### src/rtl/chr_bank_pkg.sv
package chr_bank_pkg;
  localparam int unsigned CPU_AW     = 16;
  localparam int unsigned CPU_DW     = 8;
  localparam int unsigned NIB_W      = 4;
  localparam int unsigned NUM_BANKS  = 8;
  localparam int unsigned BANK_IDX_W = $clog2(NUM_BANKS);
  localparam int unsigned REG_W      = 2 * NIB_W;
  localparam int unsigned EXT_W      = CPU_DW - NIB_W;
  localparam int unsigned PAGE_W     = REG_W + EXT_W;

  typedef struct packed {
    logic                  hit;
    logic [BANK_IDX_W-1:0] idx;
    logic                  hi_half;
  } wr_dec_t;
endpackage

### src/rtl/chr_wr_decode.sv
module chr_wr_decode
  import chr_bank_pkg::*;
(
  input  logic              wr_en_i,
  input  logic [CPU_AW-1:0] addr_i,
  output wr_dec_t           dec_o
);
  logic [3:0] region;
  logic       in_map;
  logic [1:0] pair;
  logic       unused_addr;

  assign unused_addr = ^{addr_i[11:4], addr_i[1:0]};

  always_comb begin
    region        = addr_i[15:12];
    in_map        = (region >= 4'hB) && (region <= 4'hE);
    pair          = 2'(region - 4'hB);
    dec_o.hit     = wr_en_i && in_map;
    dec_o.idx     = BANK_IDX_W'({pair, addr_i[3]});
    dec_o.hi_half = addr_i[2];
  end
endmodule

### src/rtl/chr_bank_slot.sv
module chr_bank_slot
  import chr_bank_pkg::*;
#(
  parameter int unsigned IDX      = 0,
  parameter int unsigned RAM_PG_A = 4,
  parameter int unsigned RAM_PG_B = 5
) (
  input  logic              clk_i,
  input  logic              rst_ni,
  input  logic              sel_i,
  input  logic              hi_half_i,
  input  logic [CPU_DW-1:0] data_i,
  input  logic              commit_ok_i,
  input  logic              ram_ok_i,
  output logic [PAGE_W-1:0] cand_o,
  output logic [PAGE_W-1:0] page_o,
  output logic              ram_o
);
  logic [REG_W-1:0] nib_q, nib_d;
  logic             ram_d;

  always_comb begin
    if (hi_half_i) begin
      nib_d  = {data_i[NIB_W-1:0], nib_q[NIB_W-1:0]};
      cand_o = {data_i[CPU_DW-1:NIB_W], nib_d};
    end else begin
      nib_d  = {nib_q[REG_W-1:NIB_W], data_i[NIB_W-1:0]};
      cand_o = {EXT_W'(0), nib_d};
    end
    ram_d = ((cand_o == PAGE_W'(RAM_PG_A)) || (cand_o == PAGE_W'(RAM_PG_B))) && ram_ok_i;
  end

  always_ff @(posedge clk_i or negedge rst_ni) begin
    if (!rst_ni) begin
      nib_q  <= REG_W'(IDX);
      page_o <= PAGE_W'(IDX);
      ram_o  <= 1'b0;
    end else if (sel_i) begin
      nib_q <= nib_d;
      if (commit_ok_i) begin
        page_o <= cand_o;
        ram_o  <= ram_d;
      end
    end
  end
endmodule

### src/rtl/chr_page_switch.sv
module chr_page_switch
  import chr_bank_pkg::*;
#(
  parameter bit                VARIANT_EN = 1'b0,
  parameter logic [PAGE_W-1:0] MAGIC_CLR  = 12'h088,
  parameter logic [PAGE_W-1:0] MAGIC_SET  = 12'h0C8
) (
  input  logic              clk_i,
  input  logic              rst_ni,
  input  logic              wr_hit_i,
  input  logic [PAGE_W-1:0] cand_i,
  output logic              sw_o,
  output logic              magic_o,
  output logic              ram_ok_o
);
  if (VARIANT_EN) begin : g_variant
    logic sw_q, is_clr, is_set;
    assign is_clr  = (cand_i == MAGIC_CLR);
    assign is_set  = (cand_i == MAGIC_SET);
    assign magic_o = wr_hit_i && (is_clr || is_set);

    always_ff @(posedge clk_i or negedge rst_ni) begin
      if (!rst_ni)                sw_q <= 1'b0;
      else if (wr_hit_i && is_set) sw_q <= 1'b1;
      else if (wr_hit_i && is_clr) sw_q <= 1'b0;
    end

    assign sw_o     = sw_q;
    assign ram_ok_o = sw_q;
  end else begin : g_base
    logic unused_sw;
    assign unused_sw = ^{clk_i, rst_ni, wr_hit_i, cand_i};
    assign sw_o      = 1'b0;
    assign magic_o   = 1'b0;
    assign ram_ok_o  = 1'b1;
  end
endmodule

### src/rtl/chr_bank_regs.sv
module chr_bank_regs
  import chr_bank_pkg::*;
#(
  parameter bit                VARIANT_EN = 1'b0,
  parameter int unsigned       PPU_AW     = 13,
  parameter int unsigned       RAM_PG_A   = 4,
  parameter int unsigned       RAM_PG_B   = 5,
  parameter logic [PAGE_W-1:0] MAGIC_CLR  = 12'h088,
  parameter logic [PAGE_W-1:0] MAGIC_SET  = 12'h0C8,
  localparam int unsigned      WIN_W      = PPU_AW - BANK_IDX_W,
  localparam int unsigned      CHR_AW     = PAGE_W + WIN_W
) (
  input  logic              clk_i,
  input  logic              rst_ni,
  input  logic              wr_en_i,
  input  logic [CPU_AW-1:0] wr_addr_i,
  input  logic [CPU_DW-1:0] wr_data_i,
  input  logic [PPU_AW-1:0] ppu_addr_i,
  output logic [CHR_AW-1:0] chr_addr_o,
  output logic              chr_ram_sel_o
);
  wr_dec_t                             dec;
  logic [NUM_BANKS-1:0][PAGE_W-1:0]    cand_pg;
  logic [NUM_BANKS-1:0][PAGE_W-1:0]    page_q;
  logic [NUM_BANKS-1:0]                ram_q;
  logic [PAGE_W-1:0]                   cand_sel;
  logic                                sw_q, magic, ram_ok;
  logic [BANK_IDX_W-1:0]               rd_bank;

  chr_wr_decode i_dec (
    .wr_en_i (wr_en_i),
    .addr_i  (wr_addr_i),
    .dec_o   (dec)
  );

  assign cand_sel = cand_pg[dec.idx];

  chr_page_switch #(
    .VARIANT_EN (VARIANT_EN),
    .MAGIC_CLR  (MAGIC_CLR),
    .MAGIC_SET  (MAGIC_SET)
  ) i_sw (
    .clk_i    (clk_i),
    .rst_ni   (rst_ni),
    .wr_hit_i (dec.hit),
    .cand_i   (cand_sel),
    .sw_o     (sw_q),
    .magic_o  (magic),
    .ram_ok_o (ram_ok)
  );

  for (genvar b = 0; b < NUM_BANKS; b++) begin : g_bank
    chr_bank_slot #(
      .IDX      (b),
      .RAM_PG_A (RAM_PG_A),
      .RAM_PG_B (RAM_PG_B)
    ) i_slot (
      .clk_i       (clk_i),
      .rst_ni      (rst_ni),
      .sel_i       (dec.hit && (dec.idx == BANK_IDX_W'(b))),
      .hi_half_i   (dec.hi_half),
      .data_i      (wr_data_i),
      .commit_ok_i (!magic),
      .ram_ok_i    (ram_ok),
      .cand_o      (cand_pg[b]),
      .page_o      (page_q[b]),
      .ram_o       (ram_q[b])
    );
  end

  assign rd_bank       = ppu_addr_i[PPU_AW-1 -: BANK_IDX_W];
  assign chr_addr_o    = {page_q[rd_bank], ppu_addr_i[WIN_W-1:0]};
  assign chr_ram_sel_o = ram_q[rd_bank];
endmodule

### config.mk
export PLATFORM = sky130hd
export DESIGN_NAME = chr_bank_regs
export DESIGN_NICKNAME = d
export VERILOG_FILES = /design/src/rtl/chr_bank_pkg.sv /design/src/rtl/chr_wr_decode.sv /design/src/rtl/chr_bank_slot.sv /design/src/rtl/chr_page_switch.sv /design/src/rtl/chr_bank_regs.sv
export SDC_FILE = /design/constraint.sdc
export NUM_CORES = 1
export LEC_CHECK = 0
export ABC_CLOCK_PERIOD_IN_PS = 7600
export BUFFER_PORTS_ARGS = -buffer_cell sky130_fd_sc_hd__buf_2
export CORE_ASPECT_RATIO = 1.4
export CORE_MARGIN = 2
export CORE_UTILIZATION = 58
export CTS_BUF_LIST = sky130_fd_sc_hd__clkbuf_4 sky130_fd_sc_hd__clkbuf_8
export DETAILED_ROUTE_END_ITERATION = 12
export HOLD_SLACK_MARGIN = 0.12
export MAX_ROUTING_LAYER = met4
export PLACE_DENSITY = 0.77
export SYNTH_ARGS = -nofsm -noshare
export SYNTH_HDL_FRONTEND = slang
export SYNTH_SLANG_ARGS = --single-unit
### constraint.sdc
create_clock -name clk_i -period 7.6 [get_ports clk_i]
set_clock_uncertainty 0.1 [all_clocks]
set_input_delay 2.28 -clock clk_i [delete_from_list [all_inputs] [get_ports clk_i]]
set_output_delay 2.28 -clock clk_i [all_outputs]
set_load 0.01 [all_outputs]
==> run_results.csv <==
group,metric,value,unit
drt,antenna_left,0,
placed_design,dp_hpwl,13.8,mm
status,status,"complete, no violations",
floorplan,die_area,15000,µm²
global_routing,grt_use_met1,36.4,%
placed_design,gp_congestion,0.947,
synthesis,synthTopCellsByArea,"dfrtp_1, mux2_2, dfstp_2",
critical_path,worst_setup_path_end_kind,"output pin",
critical_path,crit_type,"primary input to output pin",
floorplan,initial_core_util,58.8,%
cts,ctsRootBufferMaster,"clkbuf_8",
hold_path,min_to,"g_bank[3].i_slot.page_o[0]",
critical_path,crit_path_start_kind,"primary input",
layout,multi_input_area,3530,µm²
critical_path,crit_path_top_delay_cell,"mux4_2",
drt,drt-wirelength-per-cell,22.4,µm
cts,clk_path_buf_depth,2,
power,power,0.00221,W
critical_path,critPathMaxStageDelay,0.53,ns
placed_design,port_buffers,32,
synthesis,yosys_warnings,0,
sta,max_freq,161,MHz
hold_path,hp-start,"g_bank[3].i_slot.page_o[0]",
cts,cts_tree,"yes",
synthesis,synthCells,716,
drt,first_pass_iters,5,
synthesis,synthMuxAreaShare,19.2,%
global_routing,use_met2,49.4,%
synthesis,synth_top_family_by_area,"multiplexers",
critical_path,arrival,3.83,ns
sta,fin_crit,6.21,ns
global_routing,grt_max_degree,122,
cts,postCtsHoldBufs,0,
synthesis,synthArstFlopShare,100,%
drt,routed_wl,20.3,mm
sta,slew_viol_final,0,
global_routing,grtUsageTotal,29.6,%
run,drv_cap,0,
sta,setup_viol,0,
global_routing,grt_pass1_vias,5772,
hold_path,min_path_cells,2,
cts,cts_inserted_buffers,17,
global_routing,busiest_layer,"met2",
sta,rsz0062_at_grt,"no",
cts,clkSlewWorstSetupHoldPaths,0.09,ns
drt,initialDrtViolationCount,444,
sta,relSlewSlack,22.3,%
layout,nFillCells,1088,
critical_path,cp_max_fo,12,
cts,htreeDepth,4,
cts,cts_setup_buffers,0,
synthesis,synth_top_area_share,44.5,%
synthesis,ys_ff_latch,168,
critical_path,cp_common_cell,"buf_2",
global_routing,grt_pass1_wl,32.1,mm
global_routing,met3_usage,4.76,%
floorplan,rows,51,
cts,cts_resized,0,
sta,finalHoldViolations,0,
synthesis,syn-num-nets,758,
global_routing,grt-ovfl-total,0,
sta,tightest_slew,1.16,ns
synthesis,synth_top_area_cell,"dfrtp_1",
critical_path,r2r-start,"g_bank[6].i_slot.nib_q[6]",
layout,antenna_cells,0,
layout,fin_nets,751,
synthesis,yosysUniqueCellTypes,51,
synthesis,synth-compound-area-share,11.0,%
floorplan,core_area,13800,µm²
drt,dr_total_vias,5716,
critical_path,worstPathRequired,5.22,ns
synthesis,synthAdderAreaFrac,0.309,%
cts,insertion_delay,0.46,ns
layout,area_growth,6.19,%
synthesis,synth_edf_count,0,
drt,via_per_inst,6.30,
power,power.density,257,nW/µm²
power,power.leakage,3.73,nW
synthesis,synthSimpleGateAreaFrac,13.0,%
floorplan,io_pins,63,
layout,layout-drive-gt1-share,29.9,%
floorplan,fp.dieW,104,µm
hold_path,min_path_type,"flip-flop to flip-flop",
synthesis,synth-main-ff-cell,"dfrtp_1",
synthesis,synthXorXnorAreaFrac,0,%
power,vdd_drop_max,0.000113,V
sta,timing.final.crit_share,81.7,%
sta,fin_tns_setup,0,ns
critical_path,r2r_end,"g_bank[6].i_slot.ram_o",
synthesis,syn_area,8110,µm²
critical_path,worstPathCellList,"buf_2 > buf_4 > mux4_2 > mux2_2 > buf_2",
floorplan,die_h,144,µm
synthesis,avgSynthCellArea,11.3,µm²
global_routing,antenna_found_initial,0,
critical_path,r2r_setup_slack,5.87,ns
layout,seqCellArea,4230,µm²
critical_path,reg2reg_depth,3,
drt,drc,0,
cts,cts.sinks,168,
synthesis,seq_area_frac_synth,52.2,%
cell usage in the layout (no fill, tap or decap), types with 3 or more instances in the layout:
cell / Yosys / final
a21oi_1: 26 / 26
a31oi_1: 29 / 29
and3_1: 3 / 3
buf_2: 15 / 31
buf_4: 10 / 7
clkbuf_8: 0 / 18
clkinv_4: 0 / 3
dfrtp_1: 144 / 144
dfstp_2: 24 / 24
inv_6: 0 / 6
mux2_2: 78 / 78
mux2i_1: 9 / 9
mux4_2: 26 / 26
nand2_1: 99 / 99
nand2b_1: 27 / 27
nand3_1: 4 / 4
nand4_1: 7 / 7
nor2_1: 39 / 39
nor2b_1: 4 / 4
nor3_1: 9 / 9
nor3b_1: 3 / 3
o21ai_0: 53 / 53
o21ai_1: 12 / 12
o21ai_2: 8 / 8
o22ai_1: 9 / 9
o41ai_1: 4 / 4
cells in the mapped netlist (8+ instances only):
| cell type | n |
|---|---|
| a21oi_1 | 26 |
| a31oi_1 | 29 |
| buf_2 | 15 |
| buf_4 | 10 |
| clkbuf_1 | 31 |
| dfrtp_1 | 144 |
| dfstp_2 | 24 |
| mux2_2 | 78 |
| mux2i_1 | 9 |
| mux4_2 | 26 |
| nand2_1 | 99 |
| nand2b_1 | 27 |
| nor2_1 | 39 |
| nor3_1 | 9 |
| o21ai_0 | 53 |
| o21ai_1 | 12 |
| o21ai_2 | 8 |
| o22ai_1 | 9 |
worst max-delay path by stage:
stage	startpoint	slack, ns	to	cells after the start
floorplan	ppu_addr_i[10]	1.60	chr_addr_o[13]	4
global placement	ppu_addr_i[10]	1.38	chr_addr_o[13]	5
detailed placement	ppu_addr_i[10]	1.38	chr_addr_o[11]	5
CTS	ppu_addr_i[10]	1.37	chr_addr_o[11]	5
global route	ppu_addr_i[10]	1.30	chr_addr_o[11]	5
finish	ppu_addr_i[10]	1.39	chr_addr_o[13]	5
worst max-delay path: cells and delay by family:
kind | cells | cell delay (ns)
buffers and inverters | 3 | 0.70
multiplexers | 2 | 0.83
final cells by class:
cell class	instances	area share (%)
timing repair buffer	39	2.54
inverter	1	0.0436
tap	185	2.69
sequential	168	49.2
clock inverter	13	1.57
clock buffer	19	2.97
multi-input combinational	482	41.0
metrics by stage:
step | utilization, % | hold WS [ns] | cell area (µm²) | std cells | setup WS (ns)
floorplan | - | 0.341 | 8110 | 716 | 1.60
finish | 62.4 | 0.374 | 8610 | 907 | 1.39
global placement | 59.6 | 0.357 | 8220 | 875 | 1.38
detailed placement | 59.6 | 0.362 | 8220 | 875 | 1.38
CTS | 62.4 | 0.376 | 8610 | 907 | 1.37
global route | 62.4 | 0.407 | 8610 | 907 | 1.30
flip-flops by register name, summed over array words and instances (netlist names):
signal,flops
g_bank.i_slot.nib_q,64
g_bank.i_slot.ram_o,8
g_bank.i_slot.page_o,96
routing by layer:
metal  up-vias  routed length [µm]
met5         -                   0
met2       233               10400
met4         0                 731
met1      2865                7880
met3        52                1350
li1       2566                   -
power by group:
| group | internal (W) | switching [W] |
|---|---|---|
| clock network | 0.000282 | 0.000348 |
| registers | 0.00107 | 0.000110 |
| logic | 0.000196 | 0.000200 |
logic make-up after synthesis:
family / count (synthesis)
buffers and inverters: 66
AND/OR/NAND/NOR: 216
multiplexers: 113
adder cells (fa/ha/maj): 2
AO/OA/AOI/OAI: 151
flip-flops: 168
No activity file was read; power rests on OpenSTA's default activity.
